[config.mk]
export PLATFORM = sky130hd
export DESIGN_NAME = offtime_chopper
export DESIGN_NICKNAME = d
export VERILOG_FILES = /design/src/rtl/chop_pkg.sv /design/src/rtl/chop_decay_sel.sv /design/src/rtl/chop_blanker.sv /design/src/rtl/offtime_chopper.sv
export SDC_FILE = /design/constraint.sdc
export NUM_CORES = 1
export LEC_CHECK = 0
export ABC_AREA = 1
export ABC_CLOCK_PERIOD_IN_PS = 5400
export BUFFER_PORTS_ARGS = -buffer_cell sky130_fd_sc_hd__buf_4
export CAP_MARGIN = 0
export CORE_MARGIN = 2
export CORE_UTILIZATION = 50
export DETAILED_ROUTE_END_ITERATION = 10
export PLACE_DENSITY_LB_ADDON = 0.05
export SYNTH_ARGS = -nofsm -noshare
export SYNTH_HDL_FRONTEND = slang
export SYNTH_HIERARCHICAL = 1
export SYNTH_SLANG_ARGS = --single-unit
[constraint.sdc]
create_clock -name clk -period 5.4 [get_ports clk]
set_clock_uncertainty 0.15 [all_clocks]
set_input_delay 0.81 -clock clk [delete_from_list [all_inputs] [get_ports clk]]
set_output_delay 0.81 -clock clk [all_outputs]
set_load 0.01 [all_outputs]
[src/rtl/chop_pkg.sv]
package chop_pkg;
  typedef enum logic [1:0] {
    PH_OFF   = 2'b00,
    PH_DRIVE = 2'b01,
    PH_SLOW  = 2'b10,
    PH_FAST  = 2'b11
  } phase_t;

  typedef enum logic [1:0] {
    ST_IDLE  = 2'b00,
    ST_DRIVE = 2'b01,
    ST_OFF   = 2'b10
  } chop_st_t;

  localparam logic [1:0] SRC_AUTO = 2'd0;
  localparam logic [1:0] SRC_BOTH = 2'd1;
endpackage

[src/rtl/chop_decay_sel.sv]
module chop_decay_sel #(
  parameter int CW         = 16,
  parameter int TOFF_FIXED = 6000
) (
  input  logic [1:0]    src_sel,
  input  logic          full_step,
  input  logic          cur_rising,
  input  logic [CW-1:0] toff_load,
  input  logic [CW-1:0] fast_load,
  output logic          mixed,
  output logic [CW-1:0] toff_len,
  output logic [CW-1:0] fast_len
);
  import chop_pkg::*;

  localparam logic [CW-1:0] ONE   = CW'(1);
  localparam logic [CW-1:0] FIXED = CW'(TOFF_FIXED);

  // Off-time length: built-in for the fixed sources, loaded otherwise.
  function automatic logic [CW-1:0] pick_toff(input logic [1:0] s, input logic [CW-1:0] ld);
    if (s[1]) return (ld == '0) ? ONE : ld;
    return FIXED;
  endfunction

  // Fast-decay length: one third by default, else the load capped at the off-time.
  function automatic logic [CW-1:0] pick_fast(input logic [CW-1:0] t, input logic [CW-1:0] ld);
    if (ld == '0) return t / CW'(3);
    if (ld > t)   return t;
    return ld;
  endfunction

  // Decay mode choice from source, step size and current direction.
  function automatic logic pick_mixed(input logic [1:0] s, input logic fs, input logic rise);
    if (s[1])            return 1'b1;
    if (fs)              return 1'b0;
    if (s == SRC_BOTH)   return 1'b1;
    return !rise;
  endfunction

  always_comb begin
    toff_len = pick_toff(src_sel, toff_load);
    fast_len = pick_fast(toff_len, fast_load);
    mixed    = pick_mixed(src_sel, full_step, cur_rising);
  end
endmodule

[src/rtl/chop_blanker.sv]
module chop_blanker #(
  parameter int BLANK_CYC = 200
) (
  input  logic clk,
  input  logic rst_n,
  input  logic clear,
  input  logic start,
  output logic busy
);
  localparam int BW = $clog2(BLANK_CYC + 1);

  logic [BW-1:0] cnt;

  always_ff @(posedge clk) begin
    if (!rst_n || clear) cnt <= '0;
    else if (start)      cnt <= BW'(BLANK_CYC);
    else if (cnt != '0)  cnt <= cnt - 1'b1;
  end

  assign busy = (cnt != '0);
endmodule

[src/rtl/offtime_chopper.sv]
module offtime_chopper #(
  parameter int CW         = 16,
  parameter int TOFF_FIXED = 6000,
  parameter int BLANK_CYC  = 200
) (
  input  logic          clk,
  input  logic          rst_n,
  input  logic          out_en,
  input  logic          trip,
  input  logic [1:0]    src_sel,
  input  logic          full_step,
  input  logic          cur_rising,
  input  logic [CW-1:0] toff_load,
  input  logic [CW-1:0] fast_load,
  output logic [1:0]    phase
);
  import chop_pkg::*;

  chop_st_t      st;
  logic [CW-1:0] ocnt;
  logic [CW-1:0] lat_toff;
  logic [CW-1:0] lat_fast;
  logic          lat_mixed;

  logic          sel_mixed;
  logic [CW-1:0] sel_toff;
  logic [CW-1:0] sel_fast;

  // Named internal events.
  logic blank_busy;
  logic trip_take;
  logic off_done;
  logic drive_entry;

  chop_decay_sel #(.CW(CW), .TOFF_FIXED(TOFF_FIXED)) u_sel (
    .src_sel   (src_sel),
    .full_step (full_step),
    .cur_rising(cur_rising),
    .toff_load (toff_load),
    .fast_load (fast_load),
    .mixed     (sel_mixed),
    .toff_len  (sel_toff),
    .fast_len  (sel_fast)
  );

  chop_blanker #(.BLANK_CYC(BLANK_CYC)) u_blank (
    .clk  (clk),
    .rst_n(rst_n),
    .clear(!out_en),
    .start(drive_entry),
    .busy (blank_busy)
  );

  assign trip_take   = out_en && (st == ST_DRIVE) && !blank_busy && trip;
  assign off_done    = (st == ST_OFF) && (ocnt == lat_toff - 1'b1);
  assign drive_entry = out_en && ((st == ST_IDLE) || off_done);

  always_ff @(posedge clk) begin
    if (!rst_n) begin
      st        <= ST_IDLE;
      ocnt      <= '0;
      lat_toff  <= '0;
      lat_fast  <= '0;
      lat_mixed <= 1'b0;
    end else if (!out_en) begin
      st   <= ST_IDLE;
      ocnt <= '0;
    end else begin
      unique case (st)
        ST_IDLE: st <= ST_DRIVE;
        ST_DRIVE: begin
          if (trip_take) begin
            st        <= ST_OFF;
            ocnt      <= '0;
            lat_toff  <= sel_toff;
            lat_fast  <= sel_fast;
            lat_mixed <= sel_mixed;
          end
        end
        ST_OFF: begin
          if (off_done) st <= ST_DRIVE;
          else          ocnt <= ocnt + 1'b1;
        end
        default: st <= ST_IDLE;
      endcase
    end
  end

  always_comb begin
    if (!out_en) phase = PH_OFF;
    else begin
      unique case (st)
        ST_DRIVE: phase = PH_DRIVE;
        ST_OFF:   phase = (lat_mixed && (ocnt < lat_fast)) ? PH_FAST : PH_SLOW;
        default:  phase = PH_OFF;
      endcase
    end
  end
endmodule

==> metrics.cfg, run 1 <==
[run_status]
status = finished clean

[logic_synthesis]
synth.avg_cell_area_sq_um = 6.344
netlist_instances = 856
synth_fa_ha_area_share_pct = 8.986
yosys.area_share.xor_xnor_pct = 3.548
synth_compound_area_share_pct = 19.06
ys_warn_count = 6
syn_nets = 935
syn_area_sq_um = 5430
synth-simple-area-share_pct = 36.11
muxShareOfSynthArea_pct = 0
yosys_register_bits = 59
seq_area_frac_synth_pct = 21.75
synth_cell_type_count = 44
synth_top_family_by_area = simple AND/OR/NAND/NOR gates

[power]
power_switching_w = 0.0004757
combPwrFrac_pct = 34.4
max-vdd-ir-drop_mv = 0.1302
clkPwrFrac_pct = 31.2
power_leakage_nw = 2.754
pwr-share-seq_pct = 34.4
power_w = 0.001340
power.density_nw_per_um2 = 221.8
swShare_pct = 35.51
intPower_w = 0.0008639

[min_path]
hold_path_depth = 2
hold_path_startpoint = lat_fast[4]
hold_end = lat_fast[4]
hold_class = flop to flop

[critical_path]
start_kind = input port
crit_top_cell = nand3_1
timing.rr.end = ocnt[1]
path_buf_inv = 5
crit_path_max_incr_delay_ns = 0.21
criticalPathCategory = input port to flop
arrival_ns = 5.03
worstRegToRegCells = 10
cp_slowest_cell = nand3_1
required_ns = 5.50
r2r_start = u_blank/cnt[0]
worst_setup_path_end_kind = flop
crit_fanout = 11
r2r_slack_ns = 2.29
path_delay_family = simple AND/OR/NAND/NOR gates

[finish]
drive_above_1_share_pct = 17.25
register_area_sq_um = 1181
syn2layout_area_growth_pct = 11.20
n_fill_cell = 1083
multi_input_area_sq_um = 3676
fin_nets = 969
n_antenna_cell = 0
design_area_sq_um = 6038

[cts]
clk_transition_reported_paths_ns = 0.06
cts_buffer_depth = 2
cts_buffers = 9
htreeDepth = 3
cts_tree = yes
clockRootBuffer = clkbuf_8
clock-sinks = 59
clock_latency_ns = 0.35
cts_hold_buf = 0

[timing]
worst_slew_pin_slew_ns = 1.232
finalSetupViolCount = 0
final_hold_viol_count = 0
fin_crit_sh_pct = 91.44
fmax_mhz = 202.5
slew_viol_final = 0
min_period_ns = 4.938
maxSlewHeadroom_pct = 17.30

[floorplan]
die_x_um = 108.2
start_util_pct = 50.76
core_sq_um = 10700
rows = 38
die_h_um = 108.2
io_pins = 42
fp.dieArea_sq_um = 11710

[place]
port-buffer-count = 41
placed_area_sq_um = 5827
finalWeightedCongestion = 0.8552
hpwlAfterDp_um = 10960

[route]
drtIter0Drc = 313
vias_per_cell = 5.283
wire_per_inst_um = 13.25
wirelength_um = 13690
vias = 5457
ant_nets = 0
dr.pass1.iters = 5
drc_errors = 0

[run]
max-cap-violations = 0

[global_route]
grt_max_degree = 64
antenna_found_initial = 0
grt.total_usage_pct = 24.38
grt-ovfl-total = 0
grt_pass1_vias = 5033
grt_pass1_wl_um = 23070

-- kinds of logic (layout without fill, tap and decap cells) --
family / count (synthesis) / after routing
simple gates: 408 / 408
flops: 59 / 59
fa+ha+maj: 39 / 39
compound gates: 184 / 184
xor+xnor: 22 / 22
buf+inv: 144 / 181
-- power groups by stage --
stage,Sequential [W],Combinational [W],Clock (W)
final,0.000461,0.000460,0.000418
after global routing,0.000463,0.000526,0.000450
after CTS,0.000461,0.000454,0.000429
after detailed placement,0.000471,0.000453,0
after global placement,0.000471,0.000439,0
after floorplan,0.000468,0.000354,0
-- per-stage QoR --
step                      hold WS, ns  setup TNS (ns)  setup slack (ns)  instances  utilization (%)
final                          0.3116               0            0.4623       1033            56.44
after global routing           0.3350     -0.00003508       -0.00003508       1033            56.44
after CTS                      0.3136               0            0.4570       1032            56.34
after detailed placement       0.3041               0           0.08742       1018            54.47
after global placement         0.2973               0            0.3608       1018            54.47
after floorplan                0.2825               0            0.7124        856                -
-- worst reg2reg max path, stage by stage, from the launching register on --
cell	delay (ns)
dfxtp_1	0.34
inv_1	0.11
ha_1	0.23
nand4_4	0.17
nor3_1	0.23
nand2_1	0.08
buf_4	0.29
o21ai_1	0.74
nand2_4	0.35
o21ai_0	0.25
nor2_1	0.07
-- Yosys cell counts, drive strengths merged --
cell    count  area share [%]
a211oi      1            0.14
nand3b      3            0.41
nand3      62             7.0
xnor2       7             1.1
nand2     213              17
a21oi      84             8.6
clkinv      2            0.23
nor3b       3            0.41
o21bai      2            0.35
dfxtp      59              22
ha         39             9.0
nand4      13             1.8
o21ai      87             8.8
o21a        1            0.14
a31oi       7            0.81
nor3        9            0.83
or4         1            0.14
clkbuf     15             1.0
o22ai       1            0.12
buf         6            0.83
nor4        7            0.81
o221ai      1            0.16
nor2       97             8.2
inv       121             8.5
xor2       15             2.4
-- placed cells by master (no fill, tap or decap), types with 12 or more instances in the layout --
cell type	count
xor2_1	15
clkbuf_8	12
nand2_2	29
a21oi_2	12
nand4_1	12
a21oi_1	72
inv_1	110
o21ai_0	67
buf_4	43
nand2_1	180
nor2_1	81
nand3_1	50
dfxtp_1	59
ha_1	39
-- flip-flops by register name (all words and copies together) (netlist names) --
name,count
lat_toff,16
lat_mixed,1
lat_fast,16
st,2
ocnt,16
u_blank/cnt,8
-- worst max path at each step --
stage,start,endpoint,slack (ns),cells after the start
6_report,src_sel[1],lat_fast[0],0.46,38
3_3_place_gp,src_sel[1],lat_fast[0],0.36,40
5_1_grt,src_sel[1],lat_fast[0],-0.00004,41
4_1_cts,src_sel[1],lat_fast[0],0.46,39
2_1_floorplan,src_sel[1],lat_fast[0],0.71,39
3_5_place_dp,src_sel[1],lat_fast[0],0.09,39
-- metal layers --
layer  share of wire, %  global-route usage (%)  up-vias
met3                3.6                   3.074       22
met5                  0                       0        -
met2                 48                   41.73      124
met4                2.0                   8.700        0
li1                   -                       -     2863
met1                 47                   31.45     2448
-- timing repair --
action | 4_1_cts | 5_1_grt
buffers inserted | 0 | 1
endpoints found under the setup margin | 0 | 1
gates resized for setup | 0 | 1
-- cell type report --
type | instances | area share (%)
repair buffers | 44 | 5.533
multi-input cells | 653 | 60.88
clock inverters | 2 | 0.5802
flip-flops and latches | 59 | 19.56
clock buffers | 12 | 2.735
well taps | 140 | 2.901
inverters | 123 | 7.812
Note: power is estimated with default switching activity, not from simulation.
==> run 2: changes to the inputs <==
--- a/config.mk
+++ b/config.mk
@@ -9,8 +9,10 @@
 export ABC_CLOCK_PERIOD_IN_PS = 5400
 export BUFFER_PORTS_ARGS = -buffer_cell sky130_fd_sc_hd__buf_4
 export CAP_MARGIN = 0
+export CELL_PAD_IN_SITES_DETAIL_PLACEMENT = 1
+export CELL_PAD_IN_SITES_GLOBAL_PLACEMENT = 1
 export CORE_MARGIN = 2
-export CORE_UTILIZATION = 50
+export CORE_UTILIZATION = 44
 export DETAILED_ROUTE_END_ITERATION = 10
 export PLACE_DENSITY_LB_ADDON = 0.05
 export SYNTH_ARGS = -nofsm -noshare
==> run 2 against run 1 <==
  * Routed wire length is 21% higher
  * Die area rose by 13%
  * Sequential share of layout area decreased by 0.66 points
  * Register-to-register slack better by 0.44 ns
  * Global-route usage grew 1.3 points
  * Setup slack worse by 0.20 ns
  * Design area up 3.5%
  * Core utilization fell by 4.4 points
  * Non-clock buffer count is 6 higher
  * First-iteration DRC count decreased by 3.5%
  * Via count rose by 4.6%
  * Largest power group is now combinational cells
==> metrics.cfg, run 2 (synthesis gave the netlist of run 1 again) <==
[timing]
fin_crit_sh_pct = 95.15  ; was 91.44%
finalSetupViolCount = 0  ; unchanged
slew_viol_final = 0  ; unchanged
worst_slew_pin_slew_ns = 0.7590  ; was 1.232 ns
min_period_ns = 5.138  ; was 4.938 ns
maxSlewHeadroom_pct = 48.94  ; was 17.30%
setup_tns_ns = 0  ; unchanged
hold_ws_ns = 0.3063  ; was 0.3116 ns
fmax_mhz = 194.6  ; was 202.5 MHz
final_hold_viol_count = 0  ; unchanged

[finish]
syn2layout_area_growth_pct = 15.07  ; was 11.20%
n_antenna_cell = 0  ; unchanged
mostFrequentLayoutCells = 173 x nand2_1, 106 x inv_1, 80 x nor2_1  ; was 180 x nand2_1, 110 x inv_1, 81 x nor2_1
register_area_sq_um = 1181  ; unchanged
reg_top3 = lat_fast (16), lat_toff (16), ocnt (16)  ; unchanged
multi_input_area_sq_um = 3760  ; was 3676 sq um
final_common_cell = nand2_1  ; unchanged
n_fill_cell = 1672  ; was 1,083
fin_nets = 975  ; was 969
layoutNonFillerInstCount = 1047  ; was 1,033
drive_above_1_share_pct = 20.22  ; was 17.25%

[cts]
clk_transition_reported_paths_ns = 0.05  ; was 0.06 ns
clock_latency_ns = 0.33  ; was 0.35 ns
clockRootBuffer = clkbuf_16  ; was clkbuf_8
clock-sinks = 59  ; unchanged
cts_buffers = 9  ; unchanged
cts_hold_buf = 0  ; unchanged
htreeDepth = 3  ; unchanged
cts_tree = yes  ; unchanged
cts_buffer_depth = 2  ; unchanged

[critical_path]
criticalPathCategory = input port to flop  ; unchanged
r2r_slack_ns = 2.73  ; was 2.29 ns
worst_setup_path_end_kind = flop  ; unchanged
crit_path_max_incr_delay_ns = 0.19  ; was 0.21 ns
cp_slowest_cell = ha_2  ; was nand3_1
required_ns = 5.47  ; was 5.50 ns
start_kind = input port  ; unchanged
arrival_ns = 5.21  ; was 5.03 ns
crit_fanout = 11  ; unchanged

[place]
hpwlAfterDp_um = 12970  ; was 10,960 um
port-buffer-count = 41  ; unchanged
finalWeightedCongestion = 0.9023  ; was 0.8552
numPlacedInstances = 1027  ; was 1,018

[route]
drc_errors = 0  ; unchanged
wirelength_um = 16610  ; was 13,690 um
vias = 5710  ; was 5,457
ant_nets = 0  ; unchanged
dr.pass1.iters = 4  ; was 5
drtIter0Drc = 302  ; was 313
vias_per_cell = 5.454  ; was 5.283
wire_per_inst_um = 15.86  ; was 13.25 um

[power]
max-vdd-ir-drop_mv = 0.1480  ; was 0.1302 mV
power.density_nw_per_um2 = 240.9  ; was 221.8 nW/um^2
power_switching_w = 0.0005508  ; was 0.0004757 W
power_leakage_nw = 2.824  ; was 2.754 nW
combPwrFrac_pct = 34.8  ; was 34.4%
clkPwrFrac_pct = 34.5  ; was 31.2%
pwr-share-seq_pct = 30.7  ; was 34.4%
swShare_pct = 36.59  ; was 35.51%
intPower_w = 0.0009543  ; was 0.0008639 W

[floorplan]
rows = 40  ; was 38
fp.dieArea_sq_um = 13250  ; was 11,710 sq um
io_pins = 42  ; unchanged
die_x_um = 115.1  ; was 108.2 um
start_util_pct = 45.21  ; was 50.76%
core_sq_um = 12010  ; was 10,700 sq um
die_h_um = 115.1  ; was 108.2 um

[run]
max-cap-violations = 0  ; unchanged

[global_route]
grt_pass1_wl_um = 27380  ; was 23,070 um
grt.total_usage_pct = 25.66  ; was 24.38%
grt_pass1_vias = 5856  ; was 5,033
grt_max_degree = 64  ; unchanged
grt-ovfl-total = 0  ; unchanged
antenna_found_initial = 0  ; unchanged

[run_status]
status = finished clean  ; unchanged

[min_path]
hold_class = flop to flop  ; unchanged

## run 2: worst paths after layout
kind | startpoint | to | cells after the start
worst max-delay path | src_sel[1] | lat_fast[0] | 41
worst min-delay path | lat_fast[2] | lat_fast[2] | 2
worst max register to register | lat_toff[0] | u_blank/cnt[5] | 19
worst min register to register | lat_fast[2] | lat_fast[2] | 2
## run 2: per-stage QoR
stage	total power, W	worst slack [ns]	util, %	cell area, sq um
6_report	0.001505	0.2621	52.02	6248
5_1_grt	0.001599	-0.1479	52.02	6248
3_5_place_dp	0.0009462	-0.07117	48.71	5851
3_3_place_gp	0.0009156	0.3320	48.71	5851
2_1_floorplan	0.0008227	0.7124	-	5430
4_1_cts	0.001468	0.2687	50.95	6120
## run 2: what timing repair did
item,4_1_cts,5_1_grt
setup buffers,0,5
gates resized for setup,0,28
setup endpoints to repair,0,2
## run 2: metal layers
metal	GRT usage (%)	wire length (um)	up-vias
met1	31.26	7618	2706
met3	2.530	430	31
met5	0	0	-
li1	-	-	2881
met2	46.47	8162	92
met4	9.880	394	0
## run 2: layout make-up
| type | count | area share, % |
|---|---|---|
| Inverter | 123 | 7.549 |
| Timing Repair Buffer | 50 | 6.127 |
| Sequential cell | 59 | 18.90 |
| Clock buffer | 10 | 3.825 |
| Multi-Input combinational cell | 653 | 60.17 |
| Clock inverter | 5 | 0.4806 |
| Tap cell | 147 | 2.944 |
## run 2: power groups by stage
stage                     Sequential, W  Combinational, W  Clock [W]
after floorplan                0.000468          0.000354          0
after global placement         0.000471          0.000445          0
after detailed placement       0.000472          0.000474          0
after CTS                      0.000463          0.000477   0.000528
after global routing           0.000464          0.000589   0.000546
final                          0.000463          0.000524   0.000519
## run 2: worst max-delay path, delay by kind of cell
kind	cells	cell delay, ns
AO/OA/AOI/OAI	10	1.23
adder cells (fa/ha/maj)	1	0.19
buffers and inverters	6	0.58
AND/OR/NAND/NOR	24	2.40
